### config.mk
export PLATFORM = sky130hd
export DESIGN_NAME = wdt_regfront
export DESIGN_NICKNAME = d
export VERILOG_FILES = /design/src/rtl/wdt_rf_pkg.sv /design/src/rtl/wdt_rf_unlock.sv /design/src/rtl/wdt_rf_ctrl.sv /design/src/rtl/wdt_rf_window.sv /design/src/rtl/wdt_regfront.sv
export SDC_FILE = /design/constraint.sdc
export NUM_CORES = 1
export LEC_CHECK = 0
export ABC_AREA = 1
export CORE_MARGIN = 2
export CORE_UTILIZATION = 64
export CTS_BUF_LIST = sky130_fd_sc_hd__clkbuf_4 sky130_fd_sc_hd__clkbuf_8 sky130_fd_sc_hd__clkbuf_16
export DETAILED_ROUTE_END_ITERATION = 8
export DONT_BUFFER_PORTS = 1
export PLACE_DENSITY_LB_ADDON = 0.12
export REMOVE_ABC_BUFFERS = 1
export SLEW_MARGIN = 40
export SYNTH_ARGS = -nofsm -noshare
export SYNTH_HDL_FRONTEND = slang
export SYNTH_SLANG_ARGS = --single-unit
### constraint.sdc
create_clock -name clk -period 1.5 [get_ports clk]
set_input_delay 0 -clock clk [delete_from_list [all_inputs] [get_ports clk]]
set_output_delay 0 -clock clk [all_outputs]
set_load 0.01 [all_outputs]
### src/rtl/wdt_rf_pkg.sv
package wdt_rf_pkg;

    typedef enum logic [1:0] {
        SZ_BYTE = 2'd0,
        SZ_HALF = 2'd1,
        SZ_WORD = 2'd2,
        SZ_RSVD = 2'd3
    } acc_size_e;

    typedef enum logic [1:0] {
        UL_IDLE  = 2'd0,
        UL_STEP1 = 2'd1,
        UL_OPEN  = 2'd2
    } unlock_st_e;

    localparam logic [7:0]  KEY_FIRST   = 8'h80;
    localparam logic [7:0]  KEY_SECOND  = 8'h86;
    localparam logic [15:0] CAUSE_RDVAL = 16'h1200;

    localparam int PING_BIT   = 8;
    localparam int CLR_BIT_LO = 9;
    localparam int CLR_BIT_HI = 12;

    localparam int CFG_NORBT_BIT = 5;
    localparam int CFG_FAST_BIT  = 2;

    localparam int CTL_LOCK_BIT = 0;
    localparam int CTL_EN_BIT   = 1;
    localparam int CTL_FREE_BIT = 2;

    typedef struct packed {
        unlock_st_e st;
    } unlock_regs_t;

    typedef struct packed {
        logic       reboot_en;
        logic       fast_clk;
        logic [1:0] int_type;
        logic       enable;
        logic       free_run;
        logic       locked;
    } ctrl_regs_t;

endpackage

### src/rtl/wdt_rf_unlock.sv
module wdt_rf_unlock
    import wdt_rf_pkg::*;
#(
    parameter int                ADDR_W     = 8,
    parameter int                DATA_W     = 32,
    parameter logic [ADDR_W-1:0] RELOAD_OFS = 'hC
) (
    input  logic              clk,
    input  logic              rst_n,
    input  logic              wr_en,
    input  logic              win_hit,
    input  logic [ADDR_W-1:0] addr,
    input  acc_size_e         size,
    input  logic [DATA_W-1:0] data_m,
    output logic              grant
);

    unlock_regs_t cur_q, nxt_d;
    logic         key1_hit, key2_hit, win_wr;

    assign win_wr   = wr_en && win_hit && (size != SZ_RSVD);
    assign key1_hit = (addr == RELOAD_OFS) && (data_m == DATA_W'(KEY_FIRST));
    assign key2_hit = (addr == RELOAD_OFS) && (data_m == DATA_W'(KEY_SECOND));

    always_comb begin
        nxt_d = cur_q;
        grant = 1'b0;
        if (win_wr) begin
            if (key1_hit) begin
                nxt_d.st = UL_STEP1;
            end else if (key2_hit && cur_q.st == UL_STEP1) begin
                nxt_d.st = UL_OPEN;
            end else if (cur_q.st == UL_OPEN && size != SZ_BYTE) begin
                nxt_d.st = UL_IDLE;
                grant    = 1'b1;
            end
        end
    end

    always_ff @(posedge clk) begin
        if (!rst_n) begin
            cur_q.st <= UL_IDLE;
        end else begin
            cur_q <= nxt_d;
        end
    end

endmodule

### src/rtl/wdt_rf_ctrl.sv
module wdt_rf_ctrl
    import wdt_rf_pkg::*;
#(
    parameter int                ADDR_W   = 8,
    parameter logic [ADDR_W-1:0] CFG_OFS  = 'h60,
    parameter logic [ADDR_W-1:0] LOCK_OFS = 'h68
) (
    input  logic              clk,
    input  logic              rst_n,
    input  logic              wr_en,
    input  logic [ADDR_W-1:0] addr,
    input  acc_size_e         size,
    input  logic [3:0]        cfg_bits,   // {no_reboot, fast, type[1:0]}
    input  logic [2:0]        ctl_bits,   // {free, enable, lock}
    output ctrl_regs_t        regs,
    output logic              en_rise
);

    ctrl_regs_t cur_q, nxt_d;
    logic       cfg_wr, ctl_wr;

    assign cfg_wr = wr_en && (addr == CFG_OFS)  && (size == SZ_HALF);
    assign ctl_wr = wr_en && (addr == LOCK_OFS) && (size == SZ_BYTE) && !cur_q.locked;

    always_comb begin
        nxt_d   = cur_q;
        en_rise = 1'b0;
        if (cfg_wr) begin
            nxt_d.reboot_en = !cfg_bits[3];
            nxt_d.fast_clk  = cfg_bits[2];
            nxt_d.int_type  = cfg_bits[1:0];
        end
        if (ctl_wr) begin
            nxt_d.locked   = ctl_bits[CTL_LOCK_BIT];
            nxt_d.enable   = ctl_bits[CTL_EN_BIT];
            nxt_d.free_run = ctl_bits[CTL_FREE_BIT];
            en_rise        = ctl_bits[CTL_EN_BIT] && !cur_q.enable;
        end
    end

    always_ff @(posedge clk) begin
        if (!rst_n) begin
            cur_q.reboot_en <= 1'b1;
            cur_q.fast_clk  <= 1'b0;
            cur_q.int_type  <= 2'd0;
            cur_q.enable    <= 1'b0;
            cur_q.free_run  <= 1'b0;
            cur_q.locked    <= 1'b0;
        end else begin
            cur_q <= nxt_d;
        end
    end

    assign regs = cur_q;

endmodule

### src/rtl/wdt_rf_window.sv
module wdt_rf_window
    import wdt_rf_pkg::*;
#(
    parameter int                ADDR_W     = 8,
    parameter int                PRELOAD_W  = 20,
    parameter logic [ADDR_W-1:0] PRE1_OFS   = 'h0,
    parameter logic [ADDR_W-1:0] PRE2_OFS   = 'h4,
    parameter logic [ADDR_W-1:0] RELOAD_OFS = 'hC
) (
    input  logic                 clk,
    input  logic                 rst_n,
    input  logic                 grant,
    input  logic [ADDR_W-1:0]    addr,
    input  acc_size_e            size,
    input  logic [PRELOAD_W-1:0] data_lo,
    input  logic                 enable,
    input  logic                 en_rise,
    output logic [PRELOAD_W-1:0] preload1,
    output logic [PRELOAD_W-1:0] preload2,
    output logic                 kick,
    output logic                 clr_cause
);

    typedef struct packed {
        logic [PRELOAD_W-1:0] p1;
        logic [PRELOAD_W-1:0] p2;
        logic                 kick;
        logic                 clr;
    } win_regs_t;

    win_regs_t cur_q, nxt_d;
    logic      reload_wr, ping_req;

    assign reload_wr = grant && (size == SZ_HALF) && (addr == RELOAD_OFS);
    assign ping_req  = reload_wr && data_lo[PING_BIT];

    always_comb begin
        nxt_d      = cur_q;
        nxt_d.kick = (ping_req && enable) || en_rise;
        nxt_d.clr  = reload_wr && (data_lo[CLR_BIT_LO] || data_lo[CLR_BIT_HI]);
        if (grant && size == SZ_WORD) begin
            if (addr == PRE1_OFS) nxt_d.p1 = data_lo;
            if (addr == PRE2_OFS) nxt_d.p2 = data_lo;
        end
    end

    always_ff @(posedge clk) begin
        if (!rst_n) begin
            cur_q.p1   <= '1;
            cur_q.p2   <= '1;
            cur_q.kick <= 1'b0;
            cur_q.clr  <= 1'b0;
        end else begin
            cur_q <= nxt_d;
        end
    end

    assign preload1  = cur_q.p1;
    assign preload2  = cur_q.p2;
    assign kick      = cur_q.kick;
    assign clr_cause = cur_q.clr;

endmodule

### src/rtl/wdt_regfront.sv
module wdt_regfront
    import wdt_rf_pkg::*;
#(
    parameter int                ADDR_W     = 8,
    parameter int                DATA_W     = 32,
    parameter int                PRELOAD_W  = 20,
    parameter int                WIN_AW     = 4,
    parameter logic [ADDR_W-1:0] PRE1_OFS   = 'h0,
    parameter logic [ADDR_W-1:0] PRE2_OFS   = 'h4,
    parameter logic [ADDR_W-1:0] RELOAD_OFS = 'hC,
    parameter logic [ADDR_W-1:0] CFG_OFS    = 'h60,
    parameter logic [ADDR_W-1:0] LOCK_OFS   = 'h68
) (
    input  logic                 clk,
    input  logic                 rst_n,
    input  logic [ADDR_W-1:0]    bus_addr,
    input  logic [1:0]           bus_size,
    input  logic [DATA_W-1:0]    bus_wdata,
    input  logic                 bus_wr,
    output logic [DATA_W-1:0]    bus_rdata,
    input  logic                 prev_reboot_i,
    output logic                 reboot_en_o,
    output logic                 fast_clk_o,
    output logic [1:0]           int_type_o,
    output logic                 wdt_enable_o,
    output logic                 free_run_o,
    output logic                 locked_o,
    output logic [PRELOAD_W-1:0] preload1_o,
    output logic [PRELOAD_W-1:0] preload2_o,
    output logic                 kick_o,
    output logic                 clr_reboot_o
);

    localparam int HALF_W = (DATA_W < 16) ? DATA_W : 16;

    acc_size_e         sz;
    logic              win_hit;
    logic [DATA_W-1:0] data_m;
    logic              grant;
    logic              en_rise;
    ctrl_regs_t        ctl;

    assign sz      = acc_size_e'(bus_size);
    assign win_hit = (bus_addr[ADDR_W-1:WIN_AW] == '0);

    // Bytes beyond the access size do not take part in key matching.
    always_comb begin
        data_m = '0;
        unique case (sz)
            SZ_BYTE: data_m[7:0]        = bus_wdata[7:0];
            SZ_HALF: data_m[HALF_W-1:0] = bus_wdata[HALF_W-1:0];
            default: data_m             = bus_wdata;
        endcase
    end

    wdt_rf_unlock #(
        .ADDR_W     (ADDR_W),
        .DATA_W     (DATA_W),
        .RELOAD_OFS (RELOAD_OFS)
    ) u_unlock (
        .clk     (clk),
        .rst_n   (rst_n),
        .wr_en   (bus_wr),
        .win_hit (win_hit),
        .addr    (bus_addr),
        .size    (sz),
        .data_m  (data_m),
        .grant   (grant)
    );

    wdt_rf_ctrl #(
        .ADDR_W   (ADDR_W),
        .CFG_OFS  (CFG_OFS),
        .LOCK_OFS (LOCK_OFS)
    ) u_ctrl (
        .clk      (clk),
        .rst_n    (rst_n),
        .wr_en    (bus_wr),
        .addr     (bus_addr),
        .size     (sz),
        .cfg_bits ({data_m[CFG_NORBT_BIT], data_m[CFG_FAST_BIT], data_m[1:0]}),
        .ctl_bits (data_m[2:0]),
        .regs     (ctl),
        .en_rise  (en_rise)
    );

    wdt_rf_window #(
        .ADDR_W     (ADDR_W),
        .PRELOAD_W  (PRELOAD_W),
        .PRE1_OFS   (PRE1_OFS),
        .PRE2_OFS   (PRE2_OFS),
        .RELOAD_OFS (RELOAD_OFS)
    ) u_window (
        .clk       (clk),
        .rst_n     (rst_n),
        .grant     (grant),
        .addr      (bus_addr),
        .size      (sz),
        .data_lo   (data_m[PRELOAD_W-1:0]),
        .enable    (ctl.enable),
        .en_rise   (en_rise),
        .preload1  (preload1_o),
        .preload2  (preload2_o),
        .kick      (kick_o),
        .clr_cause (clr_reboot_o)
    );

    always_comb begin
        bus_rdata = '0;
        if (win_hit) begin
            if (bus_addr == RELOAD_OFS && sz == SZ_HALF && prev_reboot_i) begin
                bus_rdata[HALF_W-1:0] = CAUSE_RDVAL[HALF_W-1:0];
            end
        end else if (bus_addr == CFG_OFS && sz == SZ_HALF) begin
            bus_rdata[CFG_NORBT_BIT] = !ctl.reboot_en;
            bus_rdata[CFG_FAST_BIT]  = ctl.fast_clk;
            bus_rdata[1:0]           = ctl.int_type;
        end else if (bus_addr == LOCK_OFS && sz == SZ_BYTE) begin
            bus_rdata[CTL_LOCK_BIT] = ctl.locked;
            bus_rdata[CTL_EN_BIT]   = ctl.enable;
            bus_rdata[CTL_FREE_BIT] = ctl.free_run;
        end
    end

    assign reboot_en_o  = ctl.reboot_en;
    assign fast_clk_o   = ctl.fast_clk;
    assign int_type_o   = ctl.int_type;
    assign wdt_enable_o = ctl.enable;
    assign free_run_o   = ctl.free_run;
    assign locked_o     = ctl.locked;

endmodule

### Word-level counts from Yosys, hierarchy flattened

Cells that the tools add are included.

* equal/unequal tests: 11
* mux-type cells: 18
* reductions and logical operators: 37

Operators with widths (number)
* 32-bit by 8-bit equality test with 1-bit output, second input constant: 2
* 1-bit logical AND: 22
* 8-bit by 7-bit equality test with 1-bit output, second input constant: 2
* 16-bit 2-to-1 mux: 1
* 13-bit 2-to-1 mux: 1
* 10-bit 2-to-1 mux: 1
* 3-bit 2-to-1 mux: 3
* 8-bit by 3-bit equality test with 1-bit output, second input constant: 1
* 8-bit by 4-bit equality test with 1-bit output, second input constant: 1
* 8-bit zero test: 1
* 2-bit 2-to-1 mux: 4
* 8-bit 2-to-1 mux: 1
* 1-bit 2-to-1 mux: 7
* 2-bit AND reduction: 3
* 2-bit by 1-bit equality test with 1-bit output, second input constant: 2
* 2-bit equality test, second input constant: 2
* 1-bit zero test: 4
* 4-bit zero test: 1
* 3-bit nonzero test: 1
* 2-bit zero test: 1
* 1-bit logical OR: 2
* 2-bit inequality test, second input constant: 1
* 2-bit nonzero test: 1
* 2-bit OR reduction: 1

* register bits: 51
* input port bits: 46
* word-level logic and storage cells: 77

### Logic depth before layout (Yosys ltp)

Gate-level depths: netlist (run 1).

* depth in word-level cells: 14
* depth in mapped cells: 13
* gate-level depth less buffers: 11

### Cells and area by module

Synthesis (run 1) repeated with hierarchy kept, for this count alone.

* cell total of the unflattened synthesis: 450
* area total of the unflattened synthesis: 2996.6 um2

By module, submodules not included
* wdt_rf_window: times used 1, cells each 207, area each 1689.1 um2, seq. area each 840.8 um2
* wdt_regfront: times used 1, cells each 109, area each 590.6 um2, seq. area each 0.0 um2
* wdt_rf_ctrl: times used 1, cells each 70, area each 420.4 um2, seq. area each 140.1 um2
* wdt_rf_unlock: times used 1, cells each 64, area each 296.5 um2, seq. area each 40.0 um2

### Worst setup path after synthesis (run 1)

No wires, ideal clock.

* path type: reg2reg
* start point: register u_unlock.cur_q[1] (netlist name)
* end point: register u_window.cur_q (netlist bit u_window.preload1[0])
* arrival: 1.193 ns
* data required time: 1.357 ns
* setup slack: 0.164 ns
* cell stages (with the launch flop): 11
* period minus slack after synthesis: 1.336 ns
* cell sequence: dfxtp_1 inv_1 nor2_1 nand2_1 nor2_4 nand3_4 nor2_4 inv_4 buf_12 nand2_4 nand3_2

* word-level cells in the longest chain between the ends: 8
* elaborated cells on any way between the ends: 10
* those cells by class: 2 x eq/ne; 4 x mux; 4 x reduce/logical

RTL lines
* start: declaration: RTL line wdt_rf_unlock.sv:18 `unlock_regs_t cur_q, nxt_d;`
* start signal: assignment: RTL line wdt_rf_unlock.sv:44 `cur_q <= nxt_d;`
* 2-bit equality test: RTL line wdt_rf_unlock.sv:33 `end else if (cur_q.st == UL_OPEN && size != SZ_BYTE) begin`
* 1-bit logical AND: RTL line wdt_rf_unlock.sv:33
* 1-bit 2-to-1 mux: RTL line wdt_rf_unlock.sv:33
* 1-bit 2-to-1 mux (*): RTL line wdt_rf_unlock.sv:31 `end else if (key2_hit && cur_q.st == UL_STEP1) begin`
* 1-bit 2-to-1 mux (*): RTL line wdt_rf_unlock.sv:29 `if (key1_hit) begin`
* 1-bit 2-to-1 mux (*): RTL line wdt_rf_unlock.sv:28 `if (win_wr) begin`
* 1-bit logical AND (*): RTL line wdt_rf_window.sv:41 `if (grant && size == SZ_WORD) begin`
* 2-bit AND reduction (no source line) (*)
* end signal: assignment: RTL line wdt_rf_window.sv:54 `cur_q <= nxt_d;`
* end: declaration: RTL line wdt_rf_window.sv:31 `win_regs_t cur_q, nxt_d;`

Every way passes the cells marked *; elsewhere a longest branch is shown, timed or not.
A chain may end at the register's enable or synchronous reset.

### Worst setup path in the final report (run 1)

* start point: register u_unlock.cur_q[1] (netlist name)
* end point: register u_window.cur_q (netlist bit u_window.preload2[10])

Same word-level chain as after synthesis.

==> flow_metrics.tcl, run 1 <==
set metrics [dict create \
    grt_pass1_vias 2138 \
    drt_pass1_iterations 4 \
    max_cap_violations 0 \
    r2r_start "u_unlock.cur_q[1]$_SDFFE_PN0P_" \
    avgRoutedWirePerCell_um 15.4 \
    hold_viol_final 41 \
    drive_gt1_share_pct 35.3 \
    start_util_pct 66.5 \
    grt_antenna_before_repair 0 \
    ys.flop_type "dfxtp_1" \
    grt_max_degree 47 \
    gp_routability_congestion 0.830 \
    final_util_pct 73.3 \
    port_buffers 0 \
    crit_fanout 6 \
    clockRootBuffer "clkbuf_8" \
    wl_um 7130 \
    synth_edf_count 0 \
    power_mw 2.49 \
    syn_avg_cell_area_um2 8.40 \
    worstSetupPathType "flop to flop" \
    power_leakage_nw 1.44 \
    timing.hold.ws_ns -0.232 \
    setup.worst_path.end_class "flop" \
    period_needed_ns 1.45 \
    synthTopCellsByCount "71 x nand2_1, 51 x dfxtp_1, 40 x nand2_4, 40 x nand3_2, 35 x nor2_1" \
    min_from "rst_n" \
    remaining_drc_errors 0 \
    cts_made_buffers 5 \
    final_nets 443 \
    via_count 2420 \
    fin_crit_sh_pct 96.8 \
    vias_per_cell 5.22 \
    clkTransAtPathRegs_ns 0.09 \
    setup_viol 0 \
    synth-seq-area-share_pct 32.5 \
    cts_sinks 51 \
    powerDensity_nw_per_um2 718 \
    required_ns 1.76 \
    reg2regPathDepth 10 \
    pin_count 127 \
    whs_endpoint "u_window.preload1[10]$_SDFFE_PN1P_" \
    finalMaxSlewViolations 0 \
    ctsHtreeMaxLevel 2 \
    fin_skew_ns 0.00679 \
    violations "negative hold slack" \
    grt_util_all_layers_pct 24.1 \
    area_growth_pct 10.2 \
    async_flop_share_pct 0 \
    cts_tree "yes" \
    core_um2 4720 \
    synth.largest_area_cell "dfxtp_1" \
    min_path_cells 1 \
    start_kind "flop" \
    cts.path.max_buffers 2 \
    drt_iter0_markers 120 \
    grt_first_pass_wirelength_um 10200 \
    clock_insertion_delay_worst_skew_ns 0.30 \
    die_h_um 74.1 \
    ys_seq_elements 51 \
    r2r_slack_ns 0.05 \
    hold_path.class "input port to flop" \
    ys_types 30 \
    grt_overflow 0 \
    diodes 0 \
    netlist_instances 374 \
    die_x_um 74.1 \
    synth_most_common_cell "nand2_1" \
    irDropWorstVdd_mv 0.541 \
    rows 25 \
    r2r_end "u_window.preload2[10]$_SDFFE_PN1P_" \
    synth_top_area_share_pct 32.5 \
    ant_nets 0 \
    status "finished, violations left" \
    synth_warnings 0 \
    dp_hpwl_um 4450 \
    syn-cell-area_um2 3140 \
    critPathArrivalTime_ns 1.71 \
    synth_area_leaders "dfxtp_1 32%, nand2_4 14%, nand3_2 13%" \
    dieArea_um2 5490 \
    fmax_ghz 0.689 \
]
how the worst max path moves through the flow:
stage | to | slack (ns) | depth (start not counted) | startpoint
after floorplan | u_window.preload1[0]$_SDFFE_PN1P_ | -0.12 | 9 | u_unlock.cur_q[1]$_SDFFE_PN0P_
after global placement | u_window.preload2[1]$_SDFFE_PN1P_ | 0.06 | 11 | bus_addr[7]
after detailed placement | u_window.preload2[18]$_SDFFE_PN1P_ | 0.004 | 9 | u_unlock.cur_q[1]$_SDFFE_PN0P_
after CTS | u_window.preload2[8]$_SDFFE_PN1P_ | 0.01 | 9 | u_unlock.cur_q[1]$_SDFFE_PN0P_
after global routing | u_window.preload2[4]$_SDFFE_PN1P_ | -0.03 | 10 | u_unlock.cur_q[1]$_SDFFE_PN0P_
final | u_window.preload2[10]$_SDFFE_PN1P_ | 0.05 | 10 | u_unlock.cur_q[1]$_SDFFE_PN0P_
report_power, final:
group | total [mW] | switching [mW] | leakage (nW) | internal (mW)
clock network | 0.959 | 0.451 | 0.0547 | 0.508
registers | 1.35 | 0.000150 | 0.413 | 1.35
logic | 0.174 | 0.110 | 0.968 | 0.0644
kinds of logic after synthesis:
group	count (synthesis)	synth area share, %
compound gates	22	4.06
buf+inv	86	16.4
flops	51	32.5
other cells	1	0.119
simple gates	214	47.0
area by class of cell:
class	instances	area [um2]
multi-input combinational	262	1720
fill	361	1260
sequential	51	1020
timing repair buffer	31	332
inverter	45	194
tap	67	83.8
clock buffer	6	76.3
clock inverter	1	30.0
timing repair inverter	1	8.76
stage by stage:
stage	area [um2]	worst slack [ns]	TNS [ns]	std cells
floorplan	2900	-0.122	-4.88	358
global placement	3020	0.0645	0	429
detailed placement	3020	0.00415	0	429
CTS	3270	0.0115	0	450
global route	3460	-0.0268	-0.0981	464
finish	3460	0.0476	0	464
state kept, by name (all words and copies together), names as in the netlist:
| register | flops |
|---|---|
| u_window.preload1 | 20 |
| u_ctrl.regs | 7 |
| u_window.clr_cause | 1 |
| u_window.preload2 | 20 |
| u_unlock.cur_q | 2 |
| u_window.kick | 1 |
per-layer routing:
metal / part of all wire, % / global-route usage [%] / vias to the layer above / routed length (um)
met1: 41 / 30.6 / 1135 / 2900
li1: - / - / 1154 / -
met3: 8.7 / 6.50 / 10 / 623
met5: 0 / 0 / - / 0
met4: 1.4 / 7.47 / 0 / 101
met2: 49 / 39.9 / 121 / 3500
placed cells by master (no fill, tap or decap), types with 2 or more instances in the layout:
cell	Yosys	final
nor2_4	4	4
nand2_2	3	6
nand2_4	40	40
o21ai_2	4	4
clkbuf_8	0	5
inv_2	8	10
nor2_2	2	3
nand3_2	40	40
dlymetal6s4s_1	0	2
nand4_1	5	5
nand3_1	5	5
nand3_4	2	2
dfxtp_2	0	2
nor2_1	35	34
buf_4	27	10
o22ai_1	2	2
inv_1	34	32
inv_6	0	2
nand2_1	71	68
o21ai_0	6	6
a21oi_1	10	9
dlygate4sd3_1	0	14
conb_1	1	26
dfxtp_1	51	49
nor3_1	3	3
buf_12	4	2
critical path, stage by stage (launching register included):
cell	delay, ns
dfxtp_2	0.35
inv_2	0.04
nor2_2	0.09
nand2_2	0.09
nor2_4	0.13
nand3_4	0.11
nor2_4	0.16
buf_12	0.15
clkbuf_16	0.15
nand2_1	0.06
nand3_2	0.07
repair_timing:
| item | 4_1_cts | 5_1_grt |
|---|---|---|
| endpoints found under the setup margin | 29 | 44 |
| endpoints found under the hold margin | 51 | 42 |
| hold buffers | 14 | 2 |
| gates cloned | 0 | 2 |
| gates resized for setup | 3 | 19 |
| pin swaps | 0 | 5 |
| buffers inserted | 0 | 10 |
(Power assumes the default switching activity.)
==> run 2: changes to the inputs <==
Settings changed: RECOVER_POWER set to 100.
==> run 2 against run 1 <==
  * The flow still finishes with violations (negative hold slack)
  * Sequential cell count unchanged
  * Critical path type unchanged
  * Global-route usage unchanged
  * Sequential share of layout area increased by 0.12 points
  * Clock skew about the same
  * Cell count unchanged
  * Core utilization decreased by 0.29 points
  * Critical path depth unchanged
  * Design area decreased by 0.40%
  * Register-to-register slack about the same
==> flow_metrics.tcl, run 2 (same netlist as run 1, synthesis figures left out) <==
set metrics [dict create \
    dieArea_um2 5490 \
    power_leakage_nw 1.44 \
    drt_pass1_iterations 4 \
    cts_tree "yes" \
    finalSetupTns_ns 0 \
    ctsHtreeMaxLevel 2 \
    cts.path.max_buffers 2 \
    setup.worst_path.end_class "flop" \
    powerDensity_nw_per_um2 720 \
    fill_cells 366 \
    grt_overflow 0 \
    ant_nets 0 \
    power_mw 2.49 \
    avgRoutedWirePerCell_um 15.3 \
    clkTransAtPathRegs_ns 0.09 \
    drive_gt1_share_pct 34.8 \
    period_needed_ns 1.46 \
    status "finished, violations left" \
    grt_max_degree 47 \
    mostFrequentLayoutCells "69 x nand2_1, 49 x dfxtp_1, 40 x nand3_2, 39 x nand2_4, 35 x nor2_1" \
    multiInputGateArea_um2 1710 \
    finalMaxSlewViolations 0 \
    start_util_pct 66.5 \
    remaining_drc_errors 0 \
    hold_path.class "input port to flop" \
    gp_routability_congestion 0.830 \
    setup_viol 0 \
    port_buffers 0 \
    pin_count 127 \
    drt_iter0_markers 121 \
    max_cap_violations 0 \
    violations "negative hold slack" \
    worstSetupPathType "flop to flop" \
    grt_antenna_before_repair 0 \
    critPathArrivalTime_ns 1.71 \
    cts_sinks 51 \
    die_h_um 74.1 \
    final_nets 443 \
    dp_hpwl_um 4450 \
    grt_first_pass_wirelength_um 10200 \
    rows 25 \
    required_ns 1.76 \
    final_common_cell "nand2_1" \
    fin_crit_sh_pct 97.1 \
    clockRootBuffer "clkbuf_8" \
    fin_skew_ns 0.00654 \
    via_count 2408 \
    wl_um 7120 \
    timing.hold.ws_ns -0.231 \
    hold_viol_final 41 \
    die_x_um 74.1 \
    area_growth_pct 9.75 \
    irDropWorstVdd_mv 0.541 \
    grt_pass1_vias 2138 \
    clock_insertion_delay_worst_skew_ns 0.30 \
    grt_util_all_layers_pct 24.1 \
    core_um2 4720 \
    diodes 0 \
    start_kind "flop" \
    crit_fanout 6 \
    cts_made_buffers 5 \
    fmax_ghz 0.687 \
    vias_per_cell 5.19 \
    seqCellArea_um2 1020 \
]
-- run 2: changes by cell type in the layout (fill, tap and decap cells not counted) --
cell / change
nand2_1: +1
buf_4: -1
clkbuf_4: +1
buf_6: +1
nor2_2: -1
nor2_1: +1
nand2_4: -1
buf_8: -1
-- run 2: worst max-delay path: stages, from the launching register on --
cell,delay (ns)
dfxtp_2,0.35
inv_2,0.04
nor2_2,0.09
nand2_2,0.09
nor2_4,0.13
nand3_4,0.11
nor2_4,0.16
buf_12,0.15
clkbuf_16,0.15
nand2_1,0.06
nand3_2,0.07
-- run 2: final cells by class --
type	count	share of cell area, %
Tap cell	67	2.43
Inverter	45	5.62
Timing Repair inverter	1	0.254
Clock buffer	6	2.21
Multi-Input combinational cell	262	49.4
Timing Repair Buffer	31	9.50
Clock inverter	1	0.871
Sequential cell	51	29.7
-- run 2: per-stage QoR --
step / cells / hold slack, ns / util (%) / setup slack, ns / instance area [um2]
2_1_floorplan: 358 / 0.0724 / - / -0.122 / 2900
3_3_place_gp: 429 / 0.0774 / 63.9 / 0.0645 / 3020
3_5_place_dp: 429 / 0.0803 / 63.9 / 0.00415 / 3020
4_1_cts: 450 / -0.241 / 69.3 / 0.0115 / 3270
5_1_grt: 464 / -0.242 / 73.0 / -0.0268 / 3450
6_report: 464 / -0.231 / 73.0 / 0.0436 / 3450
-- run 2: path summary, 6_finish.rpt --
check                                  endpoint  cells past startpoint                           start  slack (ns)
min reg2reg      u_unlock.cur_q[1]$_SDFFE_PN0P_                      2  u_unlock.cur_q[1]$_SDFFE_PN0P_        0.49
max reg2reg  u_window.preload2[10]$_SDFFE_PN1P_                     10  u_unlock.cur_q[1]$_SDFFE_PN0P_        0.04
min          u_window.preload1[10]$_SDFFE_PN1P_                      1                           rst_n       -0.23
max          u_window.preload2[10]$_SDFFE_PN1P_                     10  u_unlock.cur_q[1]$_SDFFE_PN0P_        0.04
-- run 2: repair_timing --
action	4_1_cts	5_1_grt
buffers inserted	0	10
gates resized for setup	3	19
setup endpoints to repair	29	44
gates cloned	0	2
pin swaps	0	5
hold endpoints to repair	51	42
hold buffers	14	2
-- run 2: metal layers --
metal | GRT usage [%] | vias to the layer above | share of wire [%] | wire length [um]
met4 | 7.47 | 0 | 1.4 | 103
met1 | 30.6 | 1123 | 40 | 2860
met2 | 39.9 | 120 | 49 | 3500
met5 | 0 | - | 0 | 0
li1 | - | 1155 | - | -
met3 | 6.50 | 10 | 9.3 | 661
-- run 2: power breakdown --
| part | total, mW | switching, mW | internal, mW |
|---|---|---|---|
| clock | 0.959 | 0.451 | 0.508 |
| combinational | 0.173 | 0.109 | 0.0642 |
| sequential | 1.35 | 0.000150 | 1.35 |
| total | 2.49 | 0.561 | 1.92 |
